<file path="src/rtl/lpc_mon_pkg.sv">
`timescale 1ns/1ps
// Shared types and field codes for the bus cycle monitor.
// Assumes a 4-bit LAD nibble; codes are fixed by the bus protocol.
package lpc_mon_pkg;

    typedef enum logic [2:0] {
        ST_IDLE,
        ST_START,
        ST_ADDR,
        ST_TAR1,
        ST_SYNC,
        ST_DATA,
        ST_TAR2
    } mon_state_e;

    localparam logic [3:0] NIB_HOST_START = 4'b0000;
    localparam logic [3:0] NIB_SYNC_READY = 4'b0000;
    localparam logic [3:0] NIB_SYNC_SHORT = 4'b0101;
    localparam logic [3:0] NIB_SYNC_LONG  = 4'b0110;
    localparam logic [3:0] NIB_TAR_IDLE   = 4'b1111;

endpackage

</file>
<file path="src/rtl/lpc_mon_seq.sv">
`timescale 1ns/1ps
// Field sequencer: walks start, kind, address, turnaround, sync, data and
// closing turnaround, and issues per-field strobes with a shared index.
// Assumes inputs are sampled on the rising clock edge and are never X.
module lpc_mon_seq
    import lpc_mon_pkg::*;
#(
    parameter int MEM_NIBBLES  = 8,
    parameter int IO_NIBBLES   = 4,
    parameter int TAR_CLKS     = 2,
    parameter int DATA_NIBBLES = 2,
    parameter int CNT_W        = 3
) (
    input  logic             clk,
    input  logic             rst_n,
    input  logic             frame_n,
    input  logic [3:0]       lad,
    output logic [CNT_W-1:0] idx_o,
    output logic             hdr_ok_o,
    output logic             addr_en_o,
    output logic             data_en_o,
    output logic             tar_en_o,
    output logic             in_tar2_o,
    output logic             done_o,
    output logic             sync_fail_o,
    output logic             is_mem_o,
    output logic             write_o
);

    localparam logic [CNT_W-1:0] MEM_LAST  = CNT_W'(MEM_NIBBLES - 1);
    localparam logic [CNT_W-1:0] IO_LAST   = CNT_W'(IO_NIBBLES - 1);
    localparam logic [CNT_W-1:0] TAR_LAST  = CNT_W'(TAR_CLKS - 1);
    localparam logic [CNT_W-1:0] DATA_LAST = CNT_W'(DATA_NIBBLES - 1);

    mon_state_e       state_q, state_d;
    logic [CNT_W-1:0] cnt_q, cnt_d;
    logic [3:0]       start_q;
    logic             is_mem_q, write_q;
    logic [CNT_W-1:0] addr_last;
    logic             hdr_ok, addr_en, data_en, tar_en, done, sync_fail;

    // Last address index depends on the latched transfer kind.
    assign addr_last = is_mem_q ? MEM_LAST : IO_LAST;

    // Next-state and strobe decode for the current field.
    always_comb begin
        state_d   = state_q;
        cnt_d     = cnt_q;
        hdr_ok    = 1'b0;
        addr_en   = 1'b0;
        data_en   = 1'b0;
        tar_en    = 1'b0;
        done      = 1'b0;
        sync_fail = 1'b0;
        if (!frame_n && state_q != ST_IDLE && state_q != ST_START) begin
            state_d = ST_START;
            cnt_d   = '0;
        end else begin
            unique case (state_q)
                ST_IDLE: begin
                    if (!frame_n) begin
                        state_d = ST_START;
                    end
                end
                ST_START: begin
                    if (frame_n) begin
                        if (start_q == NIB_HOST_START && lad[3] == 1'b0) begin
                            hdr_ok  = 1'b1;
                            state_d = ST_ADDR;
                            cnt_d   = '0;
                        end else begin
                            state_d = ST_IDLE;
                        end
                    end
                end
                ST_ADDR: begin
                    addr_en = 1'b1;
                    if (cnt_q == addr_last) begin
                        state_d = ST_TAR1;
                        cnt_d   = '0;
                    end else begin
                        cnt_d = cnt_q + 1'b1;
                    end
                end
                ST_TAR1: begin
                    tar_en = 1'b1;
                    if (cnt_q == TAR_LAST) begin
                        state_d = ST_SYNC;
                        cnt_d   = '0;
                    end else begin
                        cnt_d = cnt_q + 1'b1;
                    end
                end
                ST_SYNC: begin
                    if (lad == NIB_SYNC_READY) begin
                        state_d = ST_DATA;
                        cnt_d   = '0;
                    end else if (lad != NIB_SYNC_SHORT && lad != NIB_SYNC_LONG) begin
                        sync_fail = 1'b1;
                        state_d   = ST_IDLE;
                        cnt_d     = '0;
                    end
                end
                ST_DATA: begin
                    data_en = 1'b1;
                    if (cnt_q == DATA_LAST) begin
                        state_d = ST_TAR2;
                        cnt_d   = '0;
                    end else begin
                        cnt_d = cnt_q + 1'b1;
                    end
                end
                ST_TAR2: begin
                    tar_en = 1'b1;
                    if (cnt_q == TAR_LAST) begin
                        done    = 1'b1;
                        state_d = ST_IDLE;
                        cnt_d   = '0;
                    end else begin
                        cnt_d = cnt_q + 1'b1;
                    end
                end
                default: begin
                    state_d = ST_IDLE;
                    cnt_d   = '0;
                end
            endcase
        end
    end

    // State, index, start nibble and header latch registers.
    always_ff @(posedge clk) begin
        if (!rst_n) begin
            state_q  <= ST_IDLE;
            cnt_q    <= '0;
            start_q  <= NIB_TAR_IDLE;
            is_mem_q <= 1'b0;
            write_q  <= 1'b0;
        end else begin
            state_q <= state_d;
            cnt_q   <= cnt_d;
            if (!frame_n) begin
                start_q <= lad;
            end
            if (hdr_ok) begin
                is_mem_q <= lad[2];
                write_q  <= lad[1];
            end
        end
    end

    assign idx_o       = cnt_q;
    assign hdr_ok_o    = hdr_ok;
    assign addr_en_o   = addr_en;
    assign data_en_o   = data_en;
    assign tar_en_o    = tar_en;
    assign in_tar2_o   = (state_q == ST_TAR2);
    assign done_o      = done;
    assign sync_fail_o = sync_fail;
    assign is_mem_o    = is_mem_q;
    assign write_o     = write_q;

    AST_HDR_TO_ADDR: assert property (@(posedge clk) disable iff (!rst_n)
        hdr_ok |=> (state_q == ST_ADDR && cnt_q == '0));
    AST_ADDR_IDX_BOUND: assert property (@(posedge clk) disable iff (!rst_n)
        (state_q == ST_ADDR) |-> (cnt_q <= addr_last));
    AST_DONE_TO_IDLE: assert property (@(posedge clk) disable iff (!rst_n)
        done |=> (state_q == ST_IDLE));
    AST_SYNC_FAIL_TO_IDLE: assert property (@(posedge clk) disable iff (!rst_n)
        sync_fail |=> (state_q == ST_IDLE));
    AST_ABORT_TO_START: assert property (@(posedge clk) disable iff (!rst_n)
        (!frame_n && state_q != ST_IDLE) |=> (state_q == ST_START));

endmodule

</file>
<file path="src/rtl/lpc_mon_addr.sv">
`timescale 1ns/1ps
// Address assembler: places each address nibble most significant first,
// with the position taken from the transfer kind's nibble count.
// Assumes idx counts up from zero while en is high.
module lpc_mon_addr #(
    parameter int MEM_NIBBLES = 8,
    parameter int IO_NIBBLES  = 4,
    parameter int CNT_W       = 3,
    parameter int ADDR_W      = 4 * MEM_NIBBLES
) (
    input  logic              clk,
    input  logic              rst_n,
    input  logic              clr,
    input  logic              en,
    input  logic              is_mem,
    input  logic [CNT_W-1:0]  idx,
    input  logic [3:0]        lad,
    output logic [ADDR_W-1:0] addr_o
);

    logic [CNT_W-1:0] pos;

    // Nibble slot for the incoming nibble, counted from the bottom.
    assign pos = (is_mem ? CNT_W'(MEM_NIBBLES - 1) : CNT_W'(IO_NIBBLES - 1)) - idx;

    for (genvar k = 0; k < MEM_NIBBLES; k++) begin : g_nib
        // One nibble slot of the address.
        always_ff @(posedge clk) begin
            if (!rst_n || clr) begin
                addr_o[k*4 +: 4] <= 4'h0;
            end else if (en && pos == CNT_W'(k)) begin
                addr_o[k*4 +: 4] <= lad;
            end
        end
    end

    AST_IO_SLOT_RANGE: assert property (@(posedge clk) disable iff (!rst_n)
        (en && !is_mem) |-> (idx < CNT_W'(IO_NIBBLES)));

endmodule

</file>
<file path="src/rtl/lpc_mon_data.sv">
`timescale 1ns/1ps
// Data assembler: places data nibbles least significant first.
// Assumes idx counts up from zero while en is high.
module lpc_mon_data #(
    parameter int DATA_NIBBLES = 2,
    parameter int CNT_W        = 3,
    parameter int DATA_W       = 4 * DATA_NIBBLES
) (
    input  logic              clk,
    input  logic              rst_n,
    input  logic              clr,
    input  logic              en,
    input  logic [CNT_W-1:0]  idx,
    input  logic [3:0]        lad,
    output logic [DATA_W-1:0] data_o
);

    for (genvar k = 0; k < DATA_NIBBLES; k++) begin : g_nib
        // One nibble slot of the data byte.
        always_ff @(posedge clk) begin
            if (!rst_n || clr) begin
                data_o[k*4 +: 4] <= 4'h0;
            end else if (en && idx == CNT_W'(k)) begin
                data_o[k*4 +: 4] <= lad;
            end
        end
    end

    AST_DATA_IDX_RANGE: assert property (@(posedge clk) disable iff (!rst_n)
        en |-> (idx < CNT_W'(DATA_NIBBLES)));

endmodule

</file>
<file path="src/rtl/lpc_mon_tar.sv">
`timescale 1ns/1ps
// Turnaround checker: flags any turnaround nibble that is not all ones
// and records the nibble, its clock index and which turnaround it was.
// Assumes en is high only during turnaround clocks.
module lpc_mon_tar
    import lpc_mon_pkg::*;
#(
    parameter int IDX_W = 1
) (
    input  logic             clk,
    input  logic             rst_n,
    input  logic             en,
    input  logic             second,
    input  logic [IDX_W-1:0] idx,
    input  logic [3:0]       lad,
    output logic             warn_o,
    output logic [3:0]       nib_o,
    output logic [IDX_W-1:0] idx_o,
    output logic             second_o
);

    logic bad;

    // A turnaround clock with a nibble other than idle.
    assign bad = en && (lad != NIB_TAR_IDLE);

    // Warning pulse and its held detail fields.
    always_ff @(posedge clk) begin
        if (!rst_n) begin
            warn_o   <= 1'b0;
            nib_o    <= 4'h0;
            idx_o    <= '0;
            second_o <= 1'b0;
        end else begin
            warn_o <= bad;
            if (bad) begin
                nib_o    <= lad;
                idx_o    <= idx;
                second_o <= second;
            end
        end
    end

    AST_WARN_AFTER_TAR: assert property (@(posedge clk) disable iff (!rst_n)
        warn_o |-> $past(en));

endmodule

</file>
<file path="src/rtl/lpc_cycle_mon.sv">
`timescale 1ns/1ps
// Passive bus cycle monitor top: ties the sequencer to the address, data
// and turnaround units and registers the completed-transfer report.
// Assumes it only observes the bus; it never drives LAD or the strobe.
module lpc_cycle_mon #(
    parameter int MEM_NIBBLES  = 8,
    parameter int IO_NIBBLES   = 4,
    parameter int TAR_CLKS     = 2,
    parameter int DATA_NIBBLES = 2,
    localparam int ADDR_W      = 4 * MEM_NIBBLES,
    localparam int IO_ADDR_W   = 4 * IO_NIBBLES,
    localparam int DATA_W      = 4 * DATA_NIBBLES,
    localparam int TAR_IDX_W   = (TAR_CLKS > 1) ? $clog2(TAR_CLKS) : 1
) (
    input  logic                 clk,
    input  logic                 rst_n,
    input  logic                 frame_n,
    input  logic [3:0]           lad,
    output logic                 cycle_valid,
    output logic                 cycle_is_mem,
    output logic                 cycle_write,
    output logic [ADDR_W-1:0]    cycle_addr,
    output logic [DATA_W-1:0]    cycle_data,
    output logic                 tar_warn,
    output logic [3:0]           tar_warn_nib,
    output logic [TAR_IDX_W-1:0] tar_warn_idx,
    output logic                 tar_warn_second,
    output logic                 sync_err
);

    localparam int MAX_A = (MEM_NIBBLES > IO_NIBBLES) ? MEM_NIBBLES : IO_NIBBLES;
    localparam int MAX_B = (TAR_CLKS > DATA_NIBBLES) ? TAR_CLKS : DATA_NIBBLES;
    localparam int MAX_N = (MAX_A > MAX_B) ? MAX_A : MAX_B;
    localparam int CNT_W = (MAX_N > 1) ? $clog2(MAX_N) : 1;

    logic [CNT_W-1:0]  idx;
    logic              hdr_ok, addr_en, data_en, tar_en, in_tar2;
    logic              done, sync_fail, is_mem, write;
    logic [ADDR_W-1:0] addr_asm;
    logic [DATA_W-1:0] data_asm;

    lpc_mon_seq #(
        .MEM_NIBBLES (MEM_NIBBLES),
        .IO_NIBBLES  (IO_NIBBLES),
        .TAR_CLKS    (TAR_CLKS),
        .DATA_NIBBLES(DATA_NIBBLES),
        .CNT_W       (CNT_W)
    ) u_seq (
        .clk        (clk),
        .rst_n      (rst_n),
        .frame_n    (frame_n),
        .lad        (lad),
        .idx_o      (idx),
        .hdr_ok_o   (hdr_ok),
        .addr_en_o  (addr_en),
        .data_en_o  (data_en),
        .tar_en_o   (tar_en),
        .in_tar2_o  (in_tar2),
        .done_o     (done),
        .sync_fail_o(sync_fail),
        .is_mem_o   (is_mem),
        .write_o    (write)
    );

    lpc_mon_addr #(
        .MEM_NIBBLES(MEM_NIBBLES),
        .IO_NIBBLES (IO_NIBBLES),
        .CNT_W      (CNT_W),
        .ADDR_W     (ADDR_W)
    ) u_addr (
        .clk   (clk),
        .rst_n (rst_n),
        .clr   (hdr_ok),
        .en    (addr_en),
        .is_mem(is_mem),
        .idx   (idx),
        .lad   (lad),
        .addr_o(addr_asm)
    );

    lpc_mon_data #(
        .DATA_NIBBLES(DATA_NIBBLES),
        .CNT_W       (CNT_W),
        .DATA_W      (DATA_W)
    ) u_data (
        .clk   (clk),
        .rst_n (rst_n),
        .clr   (hdr_ok),
        .en    (data_en),
        .idx   (idx),
        .lad   (lad),
        .data_o(data_asm)
    );

    lpc_mon_tar #(
        .IDX_W(TAR_IDX_W)
    ) u_tar (
        .clk     (clk),
        .rst_n   (rst_n),
        .en      (tar_en),
        .second  (in_tar2),
        .idx     (idx[TAR_IDX_W-1:0]),
        .lad     (lad),
        .warn_o  (tar_warn),
        .nib_o   (tar_warn_nib),
        .idx_o   (tar_warn_idx),
        .second_o(tar_warn_second)
    );

    // Completed-transfer report and sync error pulse.
    always_ff @(posedge clk) begin
        if (!rst_n) begin
            cycle_valid  <= 1'b0;
            cycle_is_mem <= 1'b0;
            cycle_write  <= 1'b0;
            cycle_addr   <= '0;
            cycle_data   <= '0;
            sync_err     <= 1'b0;
        end else begin
            cycle_valid <= done;
            sync_err    <= sync_fail;
            if (done) begin
                cycle_is_mem <= is_mem;
                cycle_write  <= write;
                cycle_addr   <= addr_asm;
                cycle_data   <= data_asm;
            end
        end
    end

    AST_VALID_SINGLE: assert property (@(posedge clk) disable iff (!rst_n)
        cycle_valid |=> !cycle_valid);
    AST_IO_ADDR_HIGH_ZERO: assert property (@(posedge clk) disable iff (!rst_n)
        (cycle_valid && !cycle_is_mem) |-> (cycle_addr[ADDR_W-1:IO_ADDR_W] == '0));
    AST_ERR_NOT_VALID: assert property (@(posedge clk) disable iff (!rst_n)
        sync_err |-> !cycle_valid);
    AST_FIELDS_HELD: assert property (@(posedge clk) disable iff (!rst_n)
        !cycle_valid |-> ($stable(cycle_addr) && $stable(cycle_data)));

endmodule

</file>
<file path="config.mk">
export PLATFORM = sky130hd
export DESIGN_NAME = lpc_cycle_mon
export DESIGN_NICKNAME = d
export VERILOG_FILES = /design/src/rtl/lpc_mon_pkg.sv /design/src/rtl/lpc_mon_seq.sv /design/src/rtl/lpc_mon_addr.sv /design/src/rtl/lpc_mon_data.sv /design/src/rtl/lpc_mon_tar.sv /design/src/rtl/lpc_cycle_mon.sv
export SDC_FILE = /design/constraint.sdc
export NUM_CORES = 1
export LEC_CHECK = 0
export ABC_AREA = 1
export BUFFER_PORTS_ARGS = -buffer_cell sky130_fd_sc_hd__buf_4
export CORE_UTILIZATION = 30
export DETAILED_ROUTE_END_ITERATION = 8
export GPL_TIMING_DRIVEN = 0
export PLACE_DENSITY = 0.43
export SETUP_SLACK_MARGIN = 0.2
export SYNTH_ARGS = -nofsm -noshare
export SYNTH_HDL_FRONTEND = slang
export SYNTH_HIERARCHICAL = 1
export SYNTH_SLANG_ARGS = --single-unit
export TNS_END_PERCENT = 20
</file>
<file path="constraint.sdc">
create_clock -name clk -period 2.45 [get_ports clk]
set_input_delay 0.245 -clock clk [delete_from_list [all_inputs] [get_ports clk]]
set_output_delay 0.245 -clock clk [all_outputs]
set_load 0.01 [all_outputs]
</file>
==> results.sh <==
export IMPL_status="finished clean"
export IMPL_grt_pass1_vias=4048
export IMPL_synth_distinct_cells=27
export IMPL_n_antenna_cell=0
export IMPL_cts_tree="built"
export IMPL_max_freq_mhz=482.1
export IMPL_clkPwrFrac=0.359
export IMPL_placedCellCount=963
export IMPL_netlist_instances=696
export IMPL_tightest_slew_ns=0.5719
export IMPL_htree_levels=3
export IMPL_utilization=0.3760
export IMPL_num_rows=45
export IMPL_grt_pass1_wl_um=19650
export IMPL_stdcell_area_um2=5758
export IMPL_clkTransAtPathRegs_ns=0.07
export IMPL_max_cap_violations=0
export IMPL_postSynthAreaPerCell_um2=6.808
export IMPL_combPwrFrac=0.211
export IMPL_start_util=0.3094
export IMPL_cts_buffer_depth=2
export IMPL_reg2reg_from="u_seq/idx_o[0]$_SDFFE_PP0P_"
export IMPL_netSwitchingFraction=0.3066
export IMPL_ant_nets=0
export IMPL_synth_top_area_cell="dfxtp_1"
export IMPL_place_gp_congestion=0.8269
export IMPL_cts_root_buf="clkbuf_16"
export IMPL_grt_max_degree=17
export IMPL_hp_start="frame_n"
export IMPL_yosysMostFrequentCell="nor2_1"
export IMPL_crit_type="register to register"
export IMPL_synth_top_area_share=0.4352
export IMPL_synth_main_ff_cell="dfxtp_1"
export IMPL_r2r_cells=8
export IMPL_synthTopCellsByArea="dfxtp_1 44%, nor2_1 13%, nand2_1 13%"
export IMPL_slowest_delay_ns=0.55
export IMPL_routed_wl_um=11740
export IMPL_cts_made_buffers=9
export IMPL_synth_edff_count=0
export IMPL_die_height_um=127.7
export IMPL_peakVddDrop_v=0.0003490
export IMPL_io_pins=58
export IMPL_synth_area_um2=4738
export IMPL_regToRegSetupSlack_ns=0.38
export IMPL_drc=0
export IMPL_cpMostUsedCell="nand2_1"
export IMPL_path_max_fanout=11
export IMPL_die_area_um2=16300
export IMPL_grtUsageTotal=0.1541
export IMPL_endpoint_kind="register"
export IMPL_cp_data_arrival_time_ns=2.32
export IMPL_crit_chain="ha_1 -> nand2_1 -> nor3_4 -> clkbuf_4 -> buf_4 -> nand2_1 -> nand2_1 -> nor2_1"
export IMPL_drive_above_1_share=0.1799
export IMPL_p_leak_uw=0.002535
export IMPL_internal_power_uw=3009
export IMPL_holdWs_ns=0.1524
export IMPL_vias=4199
export IMPL_hold_path_end="u_seq/start_q[3]$_SDFFE_PN1N_"
export IMPL_async_reset_ff_frac=0
export IMPL_first_iter_violations=158
export IMPL_antenna_found_initial=0
export IMPL_clock_sinks=103
export IMPL_ys_ff_latch=103
export IMPL_clock_skew_ns=0.007245
export IMPL_finalMaxSlewViolations=0
export IMPL_setup_viol=0
export IMPL_final_nets=772
export IMPL_crit_required_ns=2.70
export IMPL_fill_cells=1695
export IMPL_layout_area_overhead_vs_synth_pct=21.52
export IMPL_gr_total_overflow=0
export IMPL_p_sw_uw=1330
export IMPL_numPortBuffers=56
export IMPL_p_total_uw=4339
export IMPL_die_width_um=127.7
export IMPL_placed_area_um2=5423
export IMPL_finalCritPeriodShare=0.8467
export IMPL_hpwlAfterDp_um=8549
export IMPL_yosysWarnings=6
export IMPL_rsz0062_at_grt="false"
export IMPL_power_frac_seq=0.430
export IMPL_dr_pass1_iters=4
export IMPL_seq_area_frac_synth=0.4352
export IMPL_hold_depth=2
export IMPL_p_per_area_nw_per_um2=753.6
export IMPL_synth_fp_nets=705
export IMPL_hold_class="input pin to register"
export IMPL_synth_common_cells="168 x nor2_1, 161 x nand2_1, 103 x dfxtp_1"
export IMPL_core_area_um2=15310
export IMPL_reg2reg_to="cycle_addr[22]$_SDFFE_PN0P_"
export IMPL_fin_crit_ns=2.074
export IMPL_fin_cells=978
export IMPL_hold_viol=0
export IMPL_avgViaCountPerCell=4.293
export IMPL_slew_headroom=0.6182
export IMPL_crit_slowest_cell="dfxtp_2"
export IMPL_clkLatencyLatePin_ns=0.35
export IMPL_wl_per_cell_um=12.00
export IMPL_crit_path_start_kind="register"
[sequential cells by signal, indices dropped and copies added, names as in the netlist, 3 cells and up]
register,flops
u_addr/addr_o,32
cycle_data,8
u_data/data_o,8
u_seq/state_q,3
cycle_addr,32
u_tar/nib_o,4
u_seq/start_q,4
u_seq/idx_o,3
[metrics by stage]
stage               TNS, ns  setup WS (ns)
detailed placement   -6.022        -0.2386
global placement     -2.988        -0.1754
global route              0         0.2222
floorplan                 0         0.6046
CTS                       0         0.2313
finish                    0         0.3757
[worst max-delay path by stage]
stage / slack (ns) / endpoint / from / cells after the start
floorplan: 0.60 / cycle_addr[22]$_SDFFE_PN0P_ / u_seq/idx_o[0]$_SDFFE_PP0P_ / 8
global placement: -0.18 / cycle_addr[22]$_SDFFE_PN0P_ / u_seq/idx_o[0]$_SDFFE_PP0P_ / 8
detailed placement: -0.24 / cycle_addr[22]$_SDFFE_PN0P_ / u_seq/idx_o[0]$_SDFFE_PP0P_ / 8
CTS: 0.23 / cycle_addr[22]$_SDFFE_PN0P_ / u_seq/idx_o[0]$_SDFFE_PP0P_ / 8
global route: 0.22 / cycle_addr[22]$_SDFFE_PN0P_ / u_seq/idx_o[1]$_SDFFE_PP0P_ / 9
finish: 0.38 / cycle_addr[22]$_SDFFE_PN0P_ / u_seq/idx_o[0]$_SDFFE_PP0P_ / 8
[critical path: cells and delay by family, from the launching register on]
kind,cells,cell delay [ns]
fa+ha+maj,1,0.21
simple gates,5,0.72
buf+inv,2,0.49
flops,1,0.55
[layout by cell type, fill, tap and decap left out, types with 8 or more instances in the layout]
cell type / Yosys / routed
nand3_1: 60 / 60
o21ai_0: 12 / 12
a21oi_1: 37 / 37
dfxtp_1: 103 / 102
buf_4: 6 / 62
buf_2: 12 / 11
nor2_4: 8 / 8
inv_1: 80 / 80
clkbuf_16: 0 / 9
buf_6: 8 / 8
nor2_1: 168 / 168
nand2_1: 161 / 161
[repair_timing]
item	in CTS	in global routing
buffers inserted	0	0
pin swaps	0	0
setup endpoints to repair	43	16
hold buffers	0	0
resized for setup	2	2
[cell type report]
| class | count | area, µm² | area share |
|---|---|---|---|
| clock inverters | 5 | 81.33 | 0.01412 |
| inverters | 87 | 326.6 | 0.05671 |
| multi-input cells | 477 | 2133 | 0.3705 |
| flip-flops and latches | 103 | 2063 | 0.3583 |
| well taps | 211 | 264.0 | 0.04585 |
| repair buffers | 56 | 420.4 | 0.07301 |
| clock buffers | 10 | 239.0 | 0.04150 |
| plain buffers | 29 | 230.2 | 0.03998 |
[cells by family (layout without fill, tap and decap cells)]
kind of cell | after synthesis | in the layout | share of synthesized area
flops | 103 | 103 | 0.4352
buf+inv | 116 | 187 | 0.1170
simple gates | 420 | 420 | 0.3803
fa+ha+maj | 2 | 2 | 0.005280
xor+xnor | 1 | 1 | 0.001849
compound gates | 54 | 54 | 0.06047
[power by group through the flow]
| stage | combinational, µW | clock, µW | sequential, µW |
|---|---|---|---|
| 2_1_floorplan | 695 | 0 | 1890 |
| 3_3_place_gp | 902 | 0 | 1900 |
| 3_5_place_dp | 915 | 0 | 1900 |
| 4_1_cts | 919 | 1620 | 1870 |
| 5_1_grt | 1040 | 1680 | 1880 |
| 6_report | 915 | 1560 | 1870 |
[metal layers]
metal,vias up,part of all wire,global-route usage
li1,2254,-,-
met1,1855,0.52,0.2098
met2,74,0.42,0.2385
met3,16,0.041,0.02796
met4,0,0.017,0.06782
met5,-,0,0
Power figures use the tool's default switching activity.
